## src/rtl/sci_pkg.sv

```systemverilog
package sci_pkg;
  localparam int ADDR_W = 3;
  localparam logic [ADDR_W-1:0] A_STAT  = 3'd0;
  localparam logic [ADDR_W-1:0] A_DATA  = 3'd1;
  localparam logic [ADDR_W-1:0] A_CTLA  = 3'd2;
  localparam logic [ADDR_W-1:0] A_CTLB  = 3'd3;
  localparam logic [ADDR_W-1:0] A_RATE  = 3'd4;
  localparam logic [ADDR_W-1:0] A_TXEXT = 3'd5;
  localparam logic [ADDR_W-1:0] A_RXEXT = 3'd6;
  localparam int OVS = 16;
  typedef enum logic {RX_IDLE, RX_RUN} rx_state_e;
endpackage

```

## src/rtl/sci_baud_gen.sv

```systemverilog
module sci_baud_gen #(
  parameter int CNT_W = 22
) (
  input  logic       clk_i,
  input  logic       rst_ni,
  input  logic       clr_i,
  input  logic [1:0] pre_sel_i,
  input  logic [2:0] rate_i,
  input  logic [7:0] ext_i,
  output logic       tick_o
);
  logic [CNT_W-1:0] cnt, prod, lim;
  logic [3:0]       pre;

  always_comb begin
    case (pre_sel_i)
      2'd0:    pre = 4'd1;
      2'd1:    pre = 4'd3;
      2'd2:    pre = 4'd4;
      default: pre = 4'd13;
    endcase
    prod = CNT_W'(pre) * CNT_W'((ext_i == 8'd0) ? 8'd1 : ext_i);
    prod = prod << rate_i;
    prod = prod << 1;
    lim  = prod - CNT_W'(1);
  end

  assign tick_o = !clr_i && (cnt >= lim);

  always_ff @(posedge clk_i or negedge rst_ni) begin
    if (!rst_ni)             cnt <= '0;
    else if (clr_i || tick_o) cnt <= '0;
    else                     cnt <= cnt + CNT_W'(1);
  end

  // one sub-bit tick is never followed by another in the next cycle
  p_tick_gap_r10: assert property (@(posedge clk_i) disable iff (!rst_ni)
    tick_o |=> !tick_o);
endmodule

```

## src/rtl/sci_tx_engine.sv

```systemverilog
module sci_tx_engine
  import sci_pkg::*;
(
  input  logic       clk_i,
  input  logic       rst_ni,
  input  logic       tick_i,
  input  logic       start_i,
  input  logic       nine_i,
  input  logic [8:0] data_i,
  output logic       txd_o,
  output logic       busy_o,
  output logic       done_o
);
  localparam int PH_W = $clog2(OVS);
  logic [10:0]     sh;
  logic [PH_W-1:0] ph;
  logic [3:0]      left;

  always_ff @(posedge clk_i or negedge rst_ni) begin
    if (!rst_ni) begin
      sh <= '1; ph <= '0; left <= '0; busy_o <= 1'b0; done_o <= 1'b0;
    end else begin
      done_o <= 1'b0;
      if (start_i && !busy_o) begin
        sh     <= nine_i ? {1'b1, data_i, 1'b0} : {2'b11, data_i[7:0], 1'b0};
        left   <= nine_i ? 4'd11 : 4'd10;
        ph     <= '0;
        busy_o <= 1'b1;
      end else if (busy_o && tick_i) begin
        if (ph == PH_W'(OVS-1)) begin
          ph   <= '0;
          sh   <= {1'b1, sh[10:1]};
          left <= left - 4'd1;
          if (left == 4'd1) begin
            busy_o <= 1'b0;
            done_o <= 1'b1;
          end
        end else begin
          ph <= ph + PH_W'(1);
        end
      end
    end
  end

  assign txd_o = busy_o ? sh[0] : 1'b1;

  // the last bit shifted out before going idle is the high stop bit
  p_stop_high_r2: assert property (@(posedge clk_i) disable iff (!rst_ni)
    (busy_o && tick_i && ph == PH_W'(OVS-1) && left == 4'd1) |-> txd_o);
endmodule

```

## src/rtl/sci_rx_engine.sv

```systemverilog
module sci_rx_engine
  import sci_pkg::*;
(
  input  logic       clk_i,
  input  logic       rst_ni,
  input  logic       en_i,
  input  logic       rxd_i,
  input  logic       nine_i,
  input  logic       tick_i,
  output logic       gen_clr_o,
  output logic       valid_o,
  output logic [8:0] data_o,
  output logic       noise_o,
  output logic       ferr_o,
  output logic       idle_o
);
  localparam int PH_W = $clog2(OVS);
  localparam int MID  = OVS / 2;   // samples MID-1..MID+1 (0-based) are voted

  rx_state_e       st;
  logic [1:0]      sync;
  logic            rxs, s_a, s_b, vote, dis, nacc, armed;
  logic [PH_W-1:0] ph;
  logic [3:0]      idx, last;
  logic [8:0]      sh;
  logic [7:0]      idle_cnt, frame_ticks;

  assign rxs         = sync[1];
  assign vote        = (s_a & s_b) | (s_a & rxs) | (s_b & rxs);
  assign dis         = !((s_a == s_b) && (s_b == rxs));
  assign last        = nine_i ? 4'd10 : 4'd9;
  assign frame_ticks = nine_i ? 8'(OVS*11) : 8'(OVS*10);
  assign gen_clr_o   = (st == RX_IDLE) && en_i && !rxs;

  always_ff @(posedge clk_i or negedge rst_ni) begin
    if (!rst_ni) sync <= 2'b11;
    else         sync <= {sync[0], rxd_i};
  end

  always_ff @(posedge clk_i or negedge rst_ni) begin
    if (!rst_ni) begin
      st <= RX_IDLE; ph <= '0; idx <= '0; sh <= '0; s_a <= 1'b1; s_b <= 1'b1;
      nacc <= 1'b0; armed <= 1'b0; idle_cnt <= '0;
      valid_o <= 1'b0; data_o <= '0; noise_o <= 1'b0; ferr_o <= 1'b0; idle_o <= 1'b0;
    end else begin
      valid_o <= 1'b0;
      idle_o  <= 1'b0;
      case (st)
        RX_IDLE: begin
          if (gen_clr_o) begin
            st <= RX_RUN; ph <= '0; idx <= '0; nacc <= 1'b0; idle_cnt <= '0;
          end else if (tick_i && armed) begin
            if (idle_cnt == frame_ticks - 8'd1) begin
              idle_o <= 1'b1; armed <= 1'b0; idle_cnt <= '0;
            end else begin
              idle_cnt <= idle_cnt + 8'd1;
            end
          end
        end
        RX_RUN: begin
          if (!en_i) begin
            st <= RX_IDLE;
          end else if (tick_i) begin
            ph <= ph + PH_W'(1);
            if (ph == PH_W'(MID-1)) s_a <= rxs;
            if (ph == PH_W'(MID))   s_b <= rxs;
            if (ph == PH_W'(MID+1)) begin
              nacc <= nacc | dis;
              if (idx == 4'd0) begin
                if (vote) st <= RX_IDLE;   // false start
              end else if (idx == last) begin
                valid_o  <= 1'b1;
                data_o   <= nine_i ? sh : {1'b0, sh[8:1]};
                ferr_o   <= !vote;
                noise_o  <= nacc | dis;
                st       <= RX_IDLE;
                armed    <= 1'b1;
                idle_cnt <= '0;
              end else begin
                sh <= {vote, sh[8:1]};
              end
            end
            if (ph == PH_W'(OVS-1)) idx <= idx + 4'd1;
          end
        end
        default: st <= RX_IDLE;
      endcase
    end
  end

  p_valid_pulse_r4: assert property (@(posedge clk_i) disable iff (!rst_ni)
    valid_o |=> !valid_o);
  p_idle_once_r8: assert property (@(posedge clk_i) disable iff (!rst_ni)
    idle_o |=> !idle_o);
endmodule

```

## src/rtl/sci_xcvr.sv

```systemverilog
module sci_xcvr
  import sci_pkg::*;
#(
  parameter int CNT_W = 22
) (
  input  logic              clk_i,
  input  logic              rst_ni,
  input  logic [ADDR_W-1:0] addr_i,
  input  logic              wr_en_i,
  input  logic              rd_en_i,
  input  logic [7:0]        wdata_i,
  output logic [7:0]        rdata_o,
  input  logic              rxd_i,
  output logic              txd_o,
  output logic              irq_o
);
  logic       word9, tx_b8, rx_b8;
  logic [5:0] ctlb;          // {tie, tcie, rie, ilie, te, re}
  logic [7:0] rate, tx_ext, rx_ext, tdr, rdr;
  logic       tdre, tc, rdrf, idle_f, ovr, nf, fe;
  logic       tx_tick, tx_busy, tx_done, tx_start;
  logic       rx_tick, rx_clr, rx_valid, rx_noise, rx_ferr, rx_idle;
  logic [8:0] rx_data;
  logic       wr_data, rd_data, te, re;

  assign te       = ctlb[1];
  assign re       = ctlb[0];
  assign wr_data  = wr_en_i && addr_i == A_DATA;
  assign rd_data  = rd_en_i && addr_i == A_DATA;
  assign tx_start = te && !tdre && !tx_busy;

  sci_baud_gen #(.CNT_W(CNT_W)) i_tx_gen (
    .clk_i, .rst_ni, .clr_i(!tx_busy), .pre_sel_i(rate[7:6]),
    .rate_i(rate[5:3]), .ext_i(tx_ext), .tick_o(tx_tick));

  sci_baud_gen #(.CNT_W(CNT_W)) i_rx_gen (
    .clk_i, .rst_ni, .clr_i(rx_clr), .pre_sel_i(rate[7:6]),
    .rate_i(rate[2:0]), .ext_i(rx_ext), .tick_o(rx_tick));

  sci_tx_engine i_tx (
    .clk_i, .rst_ni, .tick_i(tx_tick), .start_i(tx_start), .nine_i(word9),
    .data_i({tx_b8, tdr}), .txd_o, .busy_o(tx_busy), .done_o(tx_done));

  sci_rx_engine i_rx (
    .clk_i, .rst_ni, .en_i(re), .rxd_i, .nine_i(word9), .tick_i(rx_tick),
    .gen_clr_o(rx_clr), .valid_o(rx_valid), .data_o(rx_data),
    .noise_o(rx_noise), .ferr_o(rx_ferr), .idle_o(rx_idle));

  always_ff @(posedge clk_i or negedge rst_ni) begin
    if (!rst_ni) begin
      word9 <= 1'b0; tx_b8 <= 1'b0; ctlb <= '0; rate <= '0;
      tx_ext <= '0; rx_ext <= '0; tdr <= '0;
    end else if (wr_en_i) begin
      case (addr_i)
        A_DATA:  tdr <= wdata_i;
        A_CTLA:  begin tx_b8 <= wdata_i[6]; word9 <= wdata_i[4]; end
        A_CTLB:  ctlb <= wdata_i[7:2];
        A_RATE:  rate <= wdata_i;
        A_TXEXT: tx_ext <= wdata_i;
        A_RXEXT: rx_ext <= wdata_i;
        default: ;
      endcase
    end
  end

  // transmit flags: a write outranks a same-cycle transfer to the shifter
  always_ff @(posedge clk_i or negedge rst_ni) begin
    if (!rst_ni) begin
      tdre <= 1'b1; tc <= 1'b1;
    end else if (wr_data) begin
      tdre <= 1'b0; tc <= 1'b0;
    end else begin
      if (tx_start) tdre <= 1'b1;
      if (tx_done && tdre) tc <= 1'b1;
    end
  end

  // receive flags: a completing frame outranks a same-cycle read
  always_ff @(posedge clk_i or negedge rst_ni) begin
    if (!rst_ni) begin
      rdrf <= 1'b0; ovr <= 1'b0; nf <= 1'b0; fe <= 1'b0; idle_f <= 1'b0;
      rdr <= '0; rx_b8 <= 1'b0;
    end else begin
      if (rd_data) begin
        rdrf <= 1'b0; ovr <= 1'b0; nf <= 1'b0; fe <= 1'b0; idle_f <= 1'b0;
      end
      if (rx_idle) idle_f <= 1'b1;
      if (rx_valid) begin
        if (rdrf && !rd_data) begin
          ovr <= 1'b1;
        end else begin
          rdr <= rx_data[7:0]; rx_b8 <= rx_data[8];
          rdrf <= 1'b1; nf <= rx_noise; fe <= rx_ferr;
        end
      end
    end
  end

  always_comb begin
    case (addr_i)
      A_STAT:  rdata_o = {tdre, tc, rdrf, idle_f, ovr, nf, fe, 1'b0};
      A_DATA:  rdata_o = rdr;
      A_CTLA:  rdata_o = {rx_b8, tx_b8, 1'b0, word9, 4'b0};
      A_CTLB:  rdata_o = {ctlb, 2'b00};
      A_RATE:  rdata_o = rate;
      A_TXEXT: rdata_o = tx_ext;
      A_RXEXT: rdata_o = rx_ext;
      default: rdata_o = 8'h00;
    endcase
  end

  assign irq_o = (ctlb[5] & tdre) | (ctlb[4] & tc) |
                 (ctlb[3] & (rdrf | ovr)) | (ctlb[2] & idle_f);

  p_wr_clears_empty_r9: assert property (@(posedge clk_i) disable iff (!rst_ni)
    wr_data |=> (!tdre && !tc));
  p_overrun_r5: assert property (@(posedge clk_i) disable iff (!rst_ni)
    (rx_valid && rdrf && !rd_data) |=> (ovr && rdrf));
  p_read_clears_r4: assert property (@(posedge clk_i) disable iff (!rst_ni)
    (rd_data && !rx_valid) |=> (!rdrf && !ovr));
  p_tc_needs_empty_r9: assert property (@(posedge clk_i) disable iff (!rst_ni)
    $rose(tc) |-> tdre);
endmodule

```

## config.mk

```make
export PLATFORM = sky130hd
export DESIGN_NAME = sci_xcvr
export DESIGN_NICKNAME = d
export VERILOG_FILES = /design/src/rtl/sci_pkg.sv /design/src/rtl/sci_baud_gen.sv /design/src/rtl/sci_tx_engine.sv /design/src/rtl/sci_rx_engine.sv /design/src/rtl/sci_xcvr.sv
export SDC_FILE = /design/constraint.sdc
export NUM_CORES = 1
export LEC_CHECK = 0
export ABC_AREA = 1
export BUFFER_PORTS_ARGS = -buffer_cell sky130_fd_sc_hd__buf_4
export CORE_MARGIN = 2
export CORE_UTILIZATION = 59
export DETAILED_ROUTE_END_ITERATION = 10
export PLACE_DENSITY = 0.79
export SETUP_SLACK_MARGIN = 0.1
export SLEW_MARGIN = 20
export SYNTH_ARGS = -nofsm -noshare
export SYNTH_HDL_FRONTEND = slang
export SYNTH_HIERARCHICAL = 1
export SYNTH_SLANG_ARGS = --single-unit
```

## constraint.sdc

```tcl
create_clock -name clk_i -period 5.5 [get_ports clk_i]
set_clock_uncertainty 0.2 [all_clocks]
set_input_delay 0.275 -clock clk_i [delete_from_list [all_inputs] [get_ports clk_i]]
set_output_delay 0.275 -clock clk_i [all_outputs]
set_load 0.005 [all_outputs]
```

==> summary.txt <==
Power
  • Final Total Pwr: 6.21 mW
  • Int Power: 3.42 mW
  • Leakage: 9.09 nW
  • Peak supply drop: 0.179 mV
  • Sw Pwr: 2.80 mW
  • Sequential Power Share: 24.0%
  • Sw Ratio: 45.0%
  • Clock power share: 20.9%
  • Power per cell area: 351 mW/mm^2
  • Comb power frac: 55.0%

Setup path
  • Crit-path most repeated cell: nand2_2
  • Worst Reg-to-Reg Cells: 36
  • Worst Setup End Kind: flop
  • CP required: 5640 ps
  • Worst-path maximum fanout: 5
  • CP arrival: 6680 ps
  • Crit. path cell count: 36
  • CP delay by family, top: simple AND/OR/NAND/NOR gates
  • CP max stage cell: fa_1
  • Slowest stage delay, CP: 530 ps
  • Startpoint Class: flop
  • CP bufs+invs: 6
  • WS Path Type: flop to flop

Routing
  • Vias/cell: 5.77
  • Antenna Violating Nets Remaining: 0
  • Via count: 14300
  • Total Wirelength: 41.7 mm
  • Starting DRC count in detailed routing: 1490
  • Drt drc: 0
  • Pre-antenna DRT Iters: 6
  • Mean routed wirelength per cell: 16.8 um

Timing
  • Final Slew Violations: 0
  • Fin Setup TNS: -74840 ps
  • Worst hold slack: 17.9 ps
  • Max-slew headroom: 50.3%
  • Hold Vio Cnt, Final: 0
  • Max Clock Freq: 153 MHz
  • Final period demand of the worst path: 6540 ps
  • Tcrit/Tclk final: 119%
  • Final Setup Violations: 107
  • Setup WS post-layout: -1040 ps
  • Slew @ Worst Pin: 745 ps
  • RSZ-0062 raised after global routing: true

Logic synthesis
  • Number of synthesized flops with an enable pin: 0
  • Share of flip-flops with an asynchronous set or reset after synthesis: 100%
  • Synthesis Warnings: 6
  • Cells after synthesis: 1952
  • Synth Register Bits: 165
  • Cell variety after synth: 58
  • Synth top area cells: dfrtp_1 27%, nand2_1 15%, ha_1 8.0%
  • Post-Syn Area: 0.0139 sq mm
  • Sequential-to-total area share from yosys stat: 29.8%
  • Post-synth top flop: dfrtp_1
  • Post-synth top area cell: dfrtp_1
  • Area fraction of the dominant cell type after synthesis: 26.8%
  • Mean Syn Cell Area: 7.13 sq um
  • Syn_nets: 2081

Clock tree
  • Reg clk slew, reported paths: 80 ps
  • TritonCTS clock tree: built
  • CTS H-Tree Depth: 4
  • Max clock buf depth: 2
  • Root buffer cell: clkbuf_16
  • Worst-Skew Late Latency: 450 ps
  • Clock Sinks: 165
  • Cts bufs inserted: 17

Global route
  • Congestion Overflow GR: 0
  • Largest net degree at the start of global routing: 111
  • Met3 usage: 3.80%
  • First-pass GRT wire length: 61.5 mm
  • Total track usage: 30.6%
  • GRT met2 Usage: 55.4%
  • Vias in the first global route: 13600
  • Initial antenna violation count: 0
  • Grt met1 use: 36.3%
  • Gr busiest metal: met2

Floorplan
  • Die height: 158 um
  • # rows: 56
  • Core area: 0.0233 sq mm
  • Die ar.: 0.0248 sq mm
  • I/O pins: 26
  • Initial Utilization: 59.6%
  • Die width: 158 um

Placed design
  • Final GP Congestion: 0.885
  • Input/output buffers: 25
  • Dpl hpwl: 25.7 mm
  • DP Worst Slack: -821 ps

Run status
  • Status: finished with violations
  • Failing checks: negative setup slack

Layout
  • Fin nets: 2279
  • N_diodes: 0
  • Share of cells above drive strength 1: 29.9%
  • Most frequent cells in the layout: 496 x nand2_1, 227 x inv_1, 189 x buf_4
  • Commonest non-fill, non-tap cell in the layout: nand2_1
  • Area added between synthesis and finish: 27.1%

Hold path
  • Hold Path Depth: 3
  • Worst hold path type: input pin to flop

Flow run
  • Max Cap Viol: 0
cell type report:
cell class | instances | area, sq um
multi-input cells | 1473 | 9560
repair buffers | 219 | 1870
well taps | 319 | 399
clock inverters | 15 | 223
clock buffers | 17 | 425
inverters | 273 | 1050
flip-flops and latches | 165 | 4150
fillers | 1566 | 5640
repair inverters | 1 | 8.76
metal layers:
metal | routed length, um | share of wire [%]
met3 | 2310 | 5.5
met5 | 0 | 0
met1 | 16000 | 38
met4 | 2130 | 5.1
met2 | 21200 | 51
tightest hold or removal path: stages:
cell     delay (ps)
buf_4           120
nand4_4         110
a21o_1          120
state kept, by name, summed over array words and instances (netlist names), 6 cells and up:
name and flops:
ctlb 6, i_rx/data_o 9, i_rx/idle_cnt 8, i_rx/sh 9, i_rx_gen/cnt 22, i_tx/sh 10, i_tx_gen/cnt 22, rate 8
rdr 8, rx_ext 8, tdr 8, tx_ext 8
power by group through the flow:
stage | registers, mW | clock network (mW) | logic (mW)
global route | 1.51 | 1.36 | 3.73
finish | 1.49 | 1.30 | 3.42
detailed placement | 1.50 | 0 | 2.80
floorplan | 1.47 | 0 | 1.90
global placement | 1.49 | 0 | 2.71
CTS | 1.48 | 1.29 | 3.06
path summary, 6_finish.rpt:
path	from	endpoint	slack, ps
max	rx_ext[5]$_DFFE_PN0P_	i_rx/ph[2]$_DFFE_PN0P_	-1040
min	rd_en_i	idle_f$_DFFE_PN0P_	20
max reg2reg	rx_ext[5]$_DFFE_PN0P_	i_rx/ph[2]$_DFFE_PN0P_	-1040
min reg2reg	i_rx/sync[0]$_DFF_PN1_	i_rx/sync[1]$_DFF_PN1_	170
min in group asynchronous	rst_ni	rx_ext[7]$_DFFE_PN0P_	100
max in group asynchronous	rst_ni	i_tx_gen/cnt[3]$_DFF_PN0_	3930
stage by stage:
| stage | cells | util [%] | cell area, sq um |
|---|---|---|---|
| 4_1_cts | 2463 | 72.8 | 17000 |
| 5_1_grt | 2482 | 75.8 | 17700 |
| 3_3_place_gp | 2395 | 66.3 | 15500 |
| 2_1_floorplan | 1952 | - | 14100 |
| 3_5_place_dp | 2395 | 66.3 | 15500 |
| 6_report | 2482 | 75.8 | 17700 |
repair_timing:
item                                   4_1_cts  5_1_grt
pin swaps                                   33       39
endpoints found under the hold margin      104        0
hold buffers                                 2        0
buffers inserted                            28       19
setup endpoints to repair                  107      107
resized for setup                          135      130
gates cloned                                11        0
synthesized netlist by cell type (13+ instances only):
cell	n
fa_1	24
a21oi_1	40
nor3_1	21
xor2_1	31
nand2_1	562
inv_2	21
nor2_1	168
nand3_2	33
o21ai_1	22
o21ai_2	32
buf_2	14
nand4_1	46
dfrtp_1	149
dfstp_2	16
nand3_1	211
ha_1	89
nand2_2	36
inv_1	247
o21ai_0	38
xnor2_1	13
logic make-up after synthesis:
family	Yosys count	synth area share (%)
adder cells (fa/ha/maj)	113	11.5
flip-flops	165	29.8
AO/OA/AOI/OAI	160	7.21
AND/OR/NAND/NOR	1152	39.2
XOR/XNOR	44	2.77
buffers and inverters	318	9.59
(Power assumes the default switching activity.)
